### src/rtl/icc_pkg.sv
package icc_pkg;
   localparam int OFS_CTRL  = 'h000;
   localparam int OFS_STAT  = 'h004;
   localparam int OFS_IEN   = 'h008;
   localparam int OFS_ICLR  = 'h00C;
   localparam int ID_FIRST  = 'hFE8;
   localparam int ID_LAST   = 'hFFC;
   localparam int CTRL_EN   = 0;
   localparam int CTRL_PINV = 1;
   localparam int CTRL_FINV = 2;
   localparam int NUM_ST    = 2;   // bit0 walk done, bit1 disable done

   function automatic logic [7:0] id_byte(input logic [2:0] slot);
      case (slot)
         3'd0:    id_byte = 8'h0B;
         3'd1:    id_byte = 8'h00;
         3'd2:    id_byte = 8'h0D;
         3'd3:    id_byte = 8'hF0;
         3'd4:    id_byte = 8'h05;
         3'd5:    id_byte = 8'hB1;
         default: id_byte = 8'h00;
      endcase
   endfunction
endpackage

### src/rtl/icc_inv_walker.sv
module icc_inv_walker #(
   parameter int LINES  = 64,
   parameter int LIDX_W = $clog2(LINES)
) (
   input  logic              clk,
   input  logic              rst_n,
   input  logic              restart,
   output logic              active,
   output logic [LIDX_W-1:0] idx,
   output logic              done
);
   localparam logic [LIDX_W-1:0] LAST = LIDX_W'(LINES - 1);
   logic at_last;

   assign at_last = (idx == LAST);
   assign done    = active & at_last & ~restart;

   always_ff @(posedge clk or negedge rst_n) begin
      if (!rst_n) begin
         active <= 1'b1;
         idx    <= '0;
      end else if (restart) begin
         active <= 1'b1;
         idx    <= '0;
      end else if (active) begin
         if (at_last) active <= 1'b0;
         else         idx    <= idx + 1'b1;
      end
   end
endmodule

### src/rtl/icc_fetch_track.sv
module icc_fetch_track #(
   parameter int OUTST_W = 4
) (
   input  logic               clk,
   input  logic               rst_n,
   input  logic               en_bit,
   input  logic               walking,
   input  logic               fetch_req,
   input  logic               fetch_rsp,
   output logic               cacheable,
   output logic               dis_done,
   output logic [OUTST_W-1:0] outst
);
   localparam logic [OUTST_W-1:0] CNT_MAX = '1;
   logic cache_on;

   assign cacheable = en_bit & ~walking;
   assign dis_done  = ~en_bit & cache_on & (outst == '0);

   always_ff @(posedge clk or negedge rst_n) begin
      if (!rst_n) begin
         cache_on <= 1'b0;
      end else if (en_bit & ~walking) begin
         cache_on <= 1'b1;
      end else if (dis_done) begin
         cache_on <= 1'b0;
      end
   end

   always_ff @(posedge clk or negedge rst_n) begin
      if (!rst_n) begin
         outst <= '0;
      end else begin
         case ({fetch_req, fetch_rsp})
            2'b10:   if (outst != CNT_MAX) outst <= outst + 1'b1;
            2'b01:   if (outst != '0)      outst <= outst - 1'b1;
            default: outst <= outst;
         endcase
      end
   end
endmodule

### src/rtl/icc_regs.sv
module icc_regs
   import icc_pkg::*;
#(
   parameter int ADDR_W = 12,
   parameter bit ID_EN  = 1'b1
) (
   input  logic              clk,
   input  logic              rst_n,
   input  logic              reg_sel,
   input  logic              reg_wr,
   input  logic [ADDR_W-1:0] reg_addr,
   input  logic [31:0]       reg_wdata,
   input  logic              reg_secure,
   input  logic              reg_priv,
   output logic [31:0]       reg_rdata,
   output logic              reg_err,
   input  logic              inv_done,
   input  logic              dis_done,
   output logic              en_bit,
   output logic              inv_start,
   output logic              irq,
   output logic [NUM_ST-1:0] stat_q
);
   localparam int WORD_W = ADDR_W - 2;

   logic              acc_ok, wr_ok, rd_ok;
   logic [WORD_W-1:0] word;
   logic              hit_ctrl, hit_stat, hit_ien, hit_iclr;
   logic              id_hit;
   logic [7:0]        id_val;
   logic [NUM_ST-1:0] ien_q, st_set, st_clr;
   logic              unused_bits;

   assign acc_ok   = reg_sel & reg_secure & reg_priv;
   assign wr_ok    = acc_ok & reg_wr;
   assign rd_ok    = acc_ok & ~reg_wr;
   assign word     = reg_addr[ADDR_W-1:2];
   assign hit_ctrl = (word == WORD_W'(OFS_CTRL >> 2));
   assign hit_stat = (word == WORD_W'(OFS_STAT >> 2));
   assign hit_ien  = (word == WORD_W'(OFS_IEN  >> 2));
   assign hit_iclr = (word == WORD_W'(OFS_ICLR >> 2));
   assign reg_err  = reg_sel & ~(reg_secure & reg_priv);
   assign unused_bits = ^{reg_addr[1:0], reg_wdata[31:NUM_ST+1]};

   generate
      if (ID_EN) begin : g_id
         logic [WORD_W-1:0] slot;
         assign slot   = word - WORD_W'(ID_FIRST >> 2);
         assign id_hit = (word >= WORD_W'(ID_FIRST >> 2)) && (word <= WORD_W'(ID_LAST >> 2));
         assign id_val = id_byte(slot[2:0]);
      end else begin : g_no_id
         assign id_hit = 1'b0;
         assign id_val = 8'h00;
      end
   endgenerate

   assign inv_start = wr_ok & hit_ctrl & (reg_wdata[CTRL_PINV] | reg_wdata[CTRL_FINV]);
   assign st_set    = {dis_done, inv_done};
   assign st_clr    = (wr_ok & hit_iclr) ? reg_wdata[NUM_ST-1:0] : '0;
   assign irq       = |(stat_q & ien_q);

   always_ff @(posedge clk or negedge rst_n) begin
      if (!rst_n) begin
         en_bit <= 1'b0;
         ien_q  <= '0;
         stat_q <= '0;
      end else begin
         if (wr_ok & hit_ctrl) en_bit <= reg_wdata[CTRL_EN];
         if (wr_ok & hit_ien)  ien_q  <= reg_wdata[NUM_ST-1:0];
         stat_q <= (stat_q & ~st_clr) | st_set;
      end
   end

   always_comb begin
      reg_rdata = '0;
      if (rd_ok) begin
         if (hit_ctrl)     reg_rdata[CTRL_EN]  = en_bit;
         else if (hit_stat) reg_rdata[NUM_ST-1:0] = stat_q;
         else if (hit_ien)  reg_rdata[NUM_ST-1:0] = ien_q;
         else if (id_hit)   reg_rdata[7:0] = id_val;
      end
   end
endmodule

### src/rtl/icache_ctl_seq.sv
module icache_ctl_seq
   import icc_pkg::*;
#(
   parameter int LINES   = 64,
   parameter int ADDR_W  = 12,
   parameter int OUTST_W = 4,
   parameter bit ID_EN   = 1'b1,
   localparam int LIDX_W = $clog2(LINES)
) (
   input  logic              clk,
   input  logic              rst_n,
   input  logic              reg_sel,
   input  logic              reg_wr,
   input  logic [ADDR_W-1:0] reg_addr,
   input  logic [31:0]       reg_wdata,
   input  logic              reg_secure,
   input  logic              reg_priv,
   output logic [31:0]       reg_rdata,
   output logic              reg_err,
   input  logic              fetch_req,
   input  logic              fetch_rsp,
   output logic              fetch_cacheable,
   output logic              vclr_en,
   output logic [LIDX_W-1:0] vclr_idx,
   output logic              irq
);
   generate
      if (LINES < 2)   begin : g_bad_lines $error("LINES must be at least 2"); end
      if (ADDR_W < 12) begin : g_bad_addr  $error("ADDR_W must cover the 4 KiB window"); end
      if (OUTST_W < 1) begin : g_bad_cnt   $error("OUTST_W must be at least 1"); end
   endgenerate

   logic              en_bit, inv_start, inv_done, dis_done;
   logic [NUM_ST-1:0] stat_q;
   logic [OUTST_W-1:0] outst_q;

   icc_regs #(.ADDR_W(ADDR_W), .ID_EN(ID_EN)) u_regs (
      .clk(clk), .rst_n(rst_n), .reg_sel(reg_sel), .reg_wr(reg_wr),
      .reg_addr(reg_addr), .reg_wdata(reg_wdata), .reg_secure(reg_secure),
      .reg_priv(reg_priv), .reg_rdata(reg_rdata), .reg_err(reg_err),
      .inv_done(inv_done), .dis_done(dis_done), .en_bit(en_bit),
      .inv_start(inv_start), .irq(irq), .stat_q(stat_q)
   );

   icc_inv_walker #(.LINES(LINES), .LIDX_W(LIDX_W)) u_walk (
      .clk(clk), .rst_n(rst_n), .restart(inv_start),
      .active(vclr_en), .idx(vclr_idx), .done(inv_done)
   );

   icc_fetch_track #(.OUTST_W(OUTST_W)) u_track (
      .clk(clk), .rst_n(rst_n), .en_bit(en_bit), .walking(vclr_en),
      .fetch_req(fetch_req), .fetch_rsp(fetch_rsp),
      .cacheable(fetch_cacheable), .dis_done(dis_done), .outst(outst_q)
   );
endmodule

### config.mk
export PLATFORM = sky130hd
export DESIGN_NAME = icache_ctl_seq
export DESIGN_NICKNAME = d
export VERILOG_FILES = /design/src/rtl/icc_pkg.sv /design/src/rtl/icc_inv_walker.sv /design/src/rtl/icc_fetch_track.sv /design/src/rtl/icc_regs.sv /design/src/rtl/icache_ctl_seq.sv
export SDC_FILE = /design/constraint.sdc
export NUM_CORES = 1
export LEC_CHECK = 0
export ABC_AREA = 1
export BUFFER_PORTS_ARGS = -buffer_cell sky130_fd_sc_hd__buf_2
export CAP_MARGIN = 5
export CELL_PAD_IN_SITES_DETAIL_PLACEMENT = 1
export CELL_PAD_IN_SITES_GLOBAL_PLACEMENT = 1
export CORE_MARGIN = 3
export CORE_UTILIZATION = 32
export CTS_BUF_LIST = sky130_fd_sc_hd__clkbuf_4 sky130_fd_sc_hd__clkbuf_8
export DETAILED_ROUTE_END_ITERATION = 8
export PLACE_DENSITY_LB_ADDON = 0.1
export SYNTH_ARGS = -nofsm -noshare
export SYNTH_HDL_FRONTEND = slang
export SYNTH_SLANG_ARGS = --single-unit
### constraint.sdc
create_clock -name clk -period 2.7 [get_ports clk]
set_clock_uncertainty 0.1 [all_clocks]
set_input_delay 0.54 -clock clk [delete_from_list [all_inputs] [get_ports clk]]
set_output_delay 0.54 -clock clk [all_outputs]
set_load 0.05 [all_outputs]
==> qor.csv, run 1 <==
metric;value;unit
status;complete, no violations;
RR Startpoint;u_walk.idx[0]$_DFFE_PN0P_;
max_cap viols;0;
placed cells;292;
final worst-path cycle share;0.856;
Worst Path Max Fanout;10;
I/O Buffers;38;
CTS H-tree depth;1;
FF-to-FF End;u_walk.idx[1]$_DFFE_PN0P_;
initial DRC count;13;
Max VDD drop;0.000450;V
setup tns final;0;ns
critical path data required time;2.06;ns
Routability Congestion;0.747;
crit path kind;input pin to output port;
Worst-path clk slew;0.07;ns
Die H;74.4;um
initial antenna violation count;0;
Yosys warning count;0;
pwr dens;847;mW/mm^2
DRT Pass-1 Iters;4;
endpoints failing setup;0;
Detail Placement HPWL;2830;um
Post-synth EDFFs;0;
core area;0.00444;mm^2
Mapped Area;0.00150;mm^2
Initial Utilization;0.337;
syn_area_per_cell;7.26;um^2
worst-case clock buffer depth;2;
Critical Path Source Type;input pin;
final hold slack;0.100;ns
global-route wire length before repair;5200;um
Site Rows;24;
ys flop type;dfrtp_1;
r2r setup slk;1.08;ns
DR WL/cell;11.2;um
post-CTS setup buffers;0;
total number of vias;1348;
Hold-fix buffers, CTS;0;
crit path capture type;output port;
share of post-route cells with drive strength above 1;0.238;
pre-CTS setup slack;0.367;ns
grt total ovfl;0;
fin cells;296;
Tot GR Track Use;0.117;
post-route ant nets;0;
TritonCTS Buffers;3;
clk sinks;17;
min cycle time layout;2.31;ns
Yosys cell types;35;
pin count of the biggest net entering global routing;18;
FF-to-FF path depth;10;
number of global-route vias before repair;1219;
Root Buffer;clkbuf_8;
RSZ-0062 raised after global routing;no;
worst-skew pair later-pin latency;0.25;ns
Synth Instances;206;
area of the die;0.00553;mm^2
# IOs;94;
Final Max Tran Viols;0;
Arr. time, crit path;1.67;ns
HP Class;input pin to async pin;
Remaining DRCs;0;
worst setup margin;0.389;ns
leakage power;0.938;nW
endpoints failing hold;0;
Async SR Flop Fraction;1.00;
n_diodes;0;
drt via density;4.55;
sequential cell area fraction in the yosys report;0.285;
die width;74.4;um
Fmax;433;MHz
post-CTS resize count;0;
CTS tree;built;
Routed WL;3330;um
synthesis-to-finish area growth;12.3;%
nets@finish;303;
synthesis-stage register bit count;17;
-- flip-flops by register name, indices dropped and copies added (netlist names) --
register          cells
u_track.outst         4
u_regs.en_bit         1
u_track.cache_on      1
u_walk.idx            6
u_regs.ien_q          2
u_regs.stat_q         2
u_walk.active         1
-- layer usage --
metal	share of wire	global-route usage	routed length, um	up-vias
li1	-	-	-	683
met1	0.44	0.150	1470	630
met2	0.51	0.212	1690	33
met3	0.046	0.0135	153	2
met4	0.0036	0.0237	12	0
met5	0	0	0	-
-- cells in the mapped netlist (2+ instances only) --
library cell | number | area, um^2
o21ai_0 | 9 | 45.0
nand2_1 | 38 | 143
nor3_1 | 4 | 20.0
nor2_1 | 17 | 63.8
a21oi_1 | 2 | 10.0
nand2_2 | 2 | 12.5
buf_4 | 26 | 195
ha_1 | 5 | 62.6
nand3_1 | 20 | 100
o21ai_1 | 3 | 15.0
nand4_1 | 5 | 31.3
inv_1 | 31 | 116
dfrtp_1 | 16 | 400
xnor2_1 | 2 | 17.5
nand3b_1 | 2 | 15.0
nor2_2 | 3 | 18.8
xor2_1 | 3 | 26.3
-- area by class of cell --
cell class | instances | area [um^2]
inverters | 32 | 120
clock inverters | 1 | 5.00
well taps | 52 | 65.1
clock buffers | 3 | 41.3
flip-flops and latches | 17 | 427
fillers | 596 | 2760
repair buffers | 38 | 190
multi-input cells | 153 | 832
-- power breakdown --
group	leakage [nW]	internal (mW)	switching, mW
clock network	0.0255	0.102	0.0865
logic	0.703	0.227	0.539
registers	0.209	0.356	0.112
-- cell usage in the layout (no fill, tap or decap), types with 2 or more instances in the layout --
| master | count |
|---|---|
| a21oi_1 | 2 |
| buf_2 | 38 |
| clkbuf_8 | 3 |
| conb_1 | 24 |
| dfrtp_1 | 16 |
| ha_1 | 5 |
| inv_1 | 31 |
| nand2_1 | 38 |
| nand2_2 | 2 |
| nand3_1 | 20 |
| nand3b_1 | 2 |
| nand4_1 | 5 |
| nor2_1 | 16 |
| nor2_2 | 4 |
| nor3_1 | 4 |
| o21ai_0 | 9 |
| o21ai_1 | 3 |
| xnor2_1 | 2 |
| xor2_1 | 3 |
-- cell families after synthesis --
kind of cell / Yosys count / share of synthesized area
xor gates and xnor gates: 5 / 0.0293
adders and majority gates: 6 / 0.0552
and+or+nand+nor: 97 / 0.320
DFF: 17 / 0.285
AOI/OAI and AO/OA: 21 / 0.0895
buffers and inverters: 59 / 0.218
other: 1 / 0.00251
-- worst max-delay path: stages --
cell     delay (ns)
buf_2          0.12
nor2_1         0.13
nand2_2        0.10
nor2_8         0.19
nand2_1        0.13
nand3_2        0.12
nand2_1        0.06
nand2_1        0.06
inv_1          0.03
buf_2          0.20
-- worst max path at each step --
stage / startpoint / endpoint / slack [ns] / depth (start not counted)
after floorplan: reg_sel / reg_rdata[2] / -0.009 / 4
after global routing: reg_addr[10] / reg_rdata[1] / 0.24 / 10
after detailed placement: reg_addr[10] / reg_rdata[1] / 0.37 / 10
final: reg_addr[9] / reg_rdata[1] / 0.39 / 10
after global placement: reg_addr[9] / reg_rdata[1] / 0.36 / 10
after CTS: reg_addr[9] / reg_rdata[1] / 0.37 / 10
-- metrics by stage --
step	power (mW)	instance area, um^2	util
final	1.42	1680	0.378
after global routing	1.55	1680	0.378
after CTS	1.44	1680	0.378
after detailed placement	1.25	1630	0.368
after global placement	1.24	1630	0.368
after floorplan	1.09	1590	-
Note: power is estimated with default switching activity, not from simulation.
==> run 2: changes to the inputs <==
--- a/config.mk
+++ b/config.mk
@@ -14,6 +14,7 @@
 export CORE_UTILIZATION = 32
 export CTS_BUF_LIST = sky130_fd_sc_hd__clkbuf_4 sky130_fd_sc_hd__clkbuf_8
 export DETAILED_ROUTE_END_ITERATION = 8
+export MAX_ROUTING_LAYER = met4
 export PLACE_DENSITY_LB_ADDON = 0.1
 export SYNTH_ARGS = -nofsm -noshare
 export SYNTH_HDL_FRONTEND = slang
==> run 2 against run 1 <==
  * Final cell count unchanged
  * Core utilization stayed put
  * Clock-buffer cell count stayed put
  * Critical path type unchanged
==> qor.csv, run 2 (synthesis results as in run 1) <==
metric;value;unit
Root Buffer;clkbuf_8;
die width;74.4;um
r2r setup slk;1.08;ns
area occupied by multi-input gates;832;um^2
total number of vias;1348;
last element of the critical path;reg_rdata[1];
FF-to-FF End;u_walk.idx[1]$_DFFE_PN0P_;
biggest regs;u_walk.idx: 6 flops, u_track.outst: 4 flops;
Worst-path clk slew;0.07;ns
HP Class;input pin to async pin;
Tot GR Track Use;0.121;
endpoints failing hold;0;
min cycle time layout;2.31;ns
Net Sw Frac;0.518;
max FFs per register;6;
synthesis-to-finish area growth;12.3;%
Routed WL;3330;um
Arr. time, crit path;1.67;ns
I/O Buffers;38;
origin of the worst setup path;reg_addr[9];
DRT Pass-1 Iters;4;
crit path kind;input pin to output port;
initial antenna violation count;0;
Die H;74.4;um
Remaining DRCs;0;
# fillers;596;
Detail Placement HPWL;2830;um
internal power;0.685;mW
CTS tree;built;
FF-to-FF path depth;10;
# IOs;94;
clk sinks;17;
initial DRC count;13;
Critical Path Source Type;input pin;
post-CTS resize count;0;
RR Startpoint;u_walk.idx[0]$_DFFE_PN0P_;
pwr dens;847;mW/mm^2
global-route wire length before repair;5200;um
Fmax;433;MHz
Net Switching;0.737;mW
crit path capture type;output port;
grt total ovfl;0;
max_cap viols;0;
Reg area;427;um^2
pin count of the biggest net entering global routing;18;
TritonCTS Buffers;3;
most frequent cells in the layout;nand2_1, buf_2, inv_1;
core area;0.00444;mm^2
endpoints failing setup;0;
share of post-route cells with drive strength above 1;0.238;
worst-skew pair later-pin latency;0.25;ns
final hold slack;0.100;ns
nets@finish;303;
final worst-path cycle share;0.856;
leakage power;0.938;nW
RSZ-0062 raised after global routing;no;
Hold-fix buffers, CTS;0;
post-CTS setup buffers;0;
Most flops, register;u_walk.idx;
post-route cell area;0.00168;mm^2
Total Power;1.42;mW
power share of the sequential group;0.329;
CTS H-tree depth;1;
n_diodes;0;
post-route ant nets;0;
DR WL/cell;11.2;um
Max VDD drop;0.000450;V
Clock Power Share;0.133;
Site Rows;24;
setup tns final;0;ns
critical path data required time;2.06;ns
status;complete, no violations;
area of the die;0.00553;mm^2
Combinational Power Share;0.539;
Worst Path Max Fanout;10;
Post-DP Area;0.00163;mm^2
drt via density;4.55;
Final Max Tran Viols;0;
Routability Congestion;0.756;
worst-case clock buffer depth;2;
Initial Utilization;0.337;
number of global-route vias before repair;1220;
[run 2: cell counts in the layout (fill, tap and decap cells not counted)]
Identical to the previous run, type by type.
[run 2: power by group through the flow]
| stage | clock, mW | combinational, mW | sequential [mW] |
|---|---|---|---|
| 4_1_cts | 0.196 | 0.778 | 0.471 |
| 6_report | 0.189 | 0.767 | 0.468 |
| 3_3_place_gp | 0 | 0.763 | 0.472 |
| 5_1_grt | 0.204 | 0.856 | 0.485 |
| 2_1_floorplan | 0 | 0.464 | 0.631 |
| 3_5_place_dp | 0 | 0.776 | 0.474 |
[run 2: metal layers]
| layer | wire, um | up-vias | part of all wire | GRT usage |
|---|---|---|---|---|
| met5 | 0 | - | 0 | - |
| li1 | - | 683 | - | - |
| met2 | 1700 | 33 | 0.51 | 0.212 |
| met3 | 153 | 2 | 0.046 | 0.0135 |
| met4 | 12 | 0 | 0.0036 | 0.0237 |
| met1 | 1470 | 630 | 0.44 | 0.150 |
[run 2: stage by stage]
| stage | setup WS [ns] | utilization | cells |
|---|---|---|---|
| global route | 0.237 | 0.378 | 296 |
| global placement | 0.361 | 0.368 | 292 |
| detailed placement | 0.367 | 0.368 | 292 |
| floorplan | -0.00900 | - | 229 |
| finish | 0.389 | 0.378 | 296 |
| CTS | 0.367 | 0.378 | 296 |
[run 2: how the worst min path moves through the flow]
stage                                           end  slack, ns  cells past startpoint
after global placement    u_walk.idx[4]$_DFFE_PN0P_       0.39                      1
after CTS                 u_walk.idx[4]$_DFFE_PN0P_       0.12                      1
after floorplan           u_regs.en_bit$_DFFE_PN0P_       0.14                      0
after global routing      u_walk.idx[4]$_DFFE_PN0P_       0.14                      1
after detailed placement  u_walk.idx[4]$_DFFE_PN0P_       0.39                      1
final                     u_walk.idx[1]$_DFFE_PN0P_       0.10                      1
[run 2: cell type report]
cell class                      count  area share
Clock buffer                        3      0.0246
Multi-Input combinational cell    153       0.495
Sequential cell                    17       0.254
Timing Repair Buffer               38       0.113
Clock inverter                      1     0.00298
Tap cell                           52      0.0387
Inverter                           32      0.0715
[run 2: critical path, cell delays in order]
cell and delay, ns:
buf_2 0.11, nor2_1 0.13, nand2_2 0.10, nor2_8 0.19, nand2_1 0.13, nand3_2 0.12, nand2_1 0.06, nand2_1 0.06
inv_1 0.03, buf_2 0.20
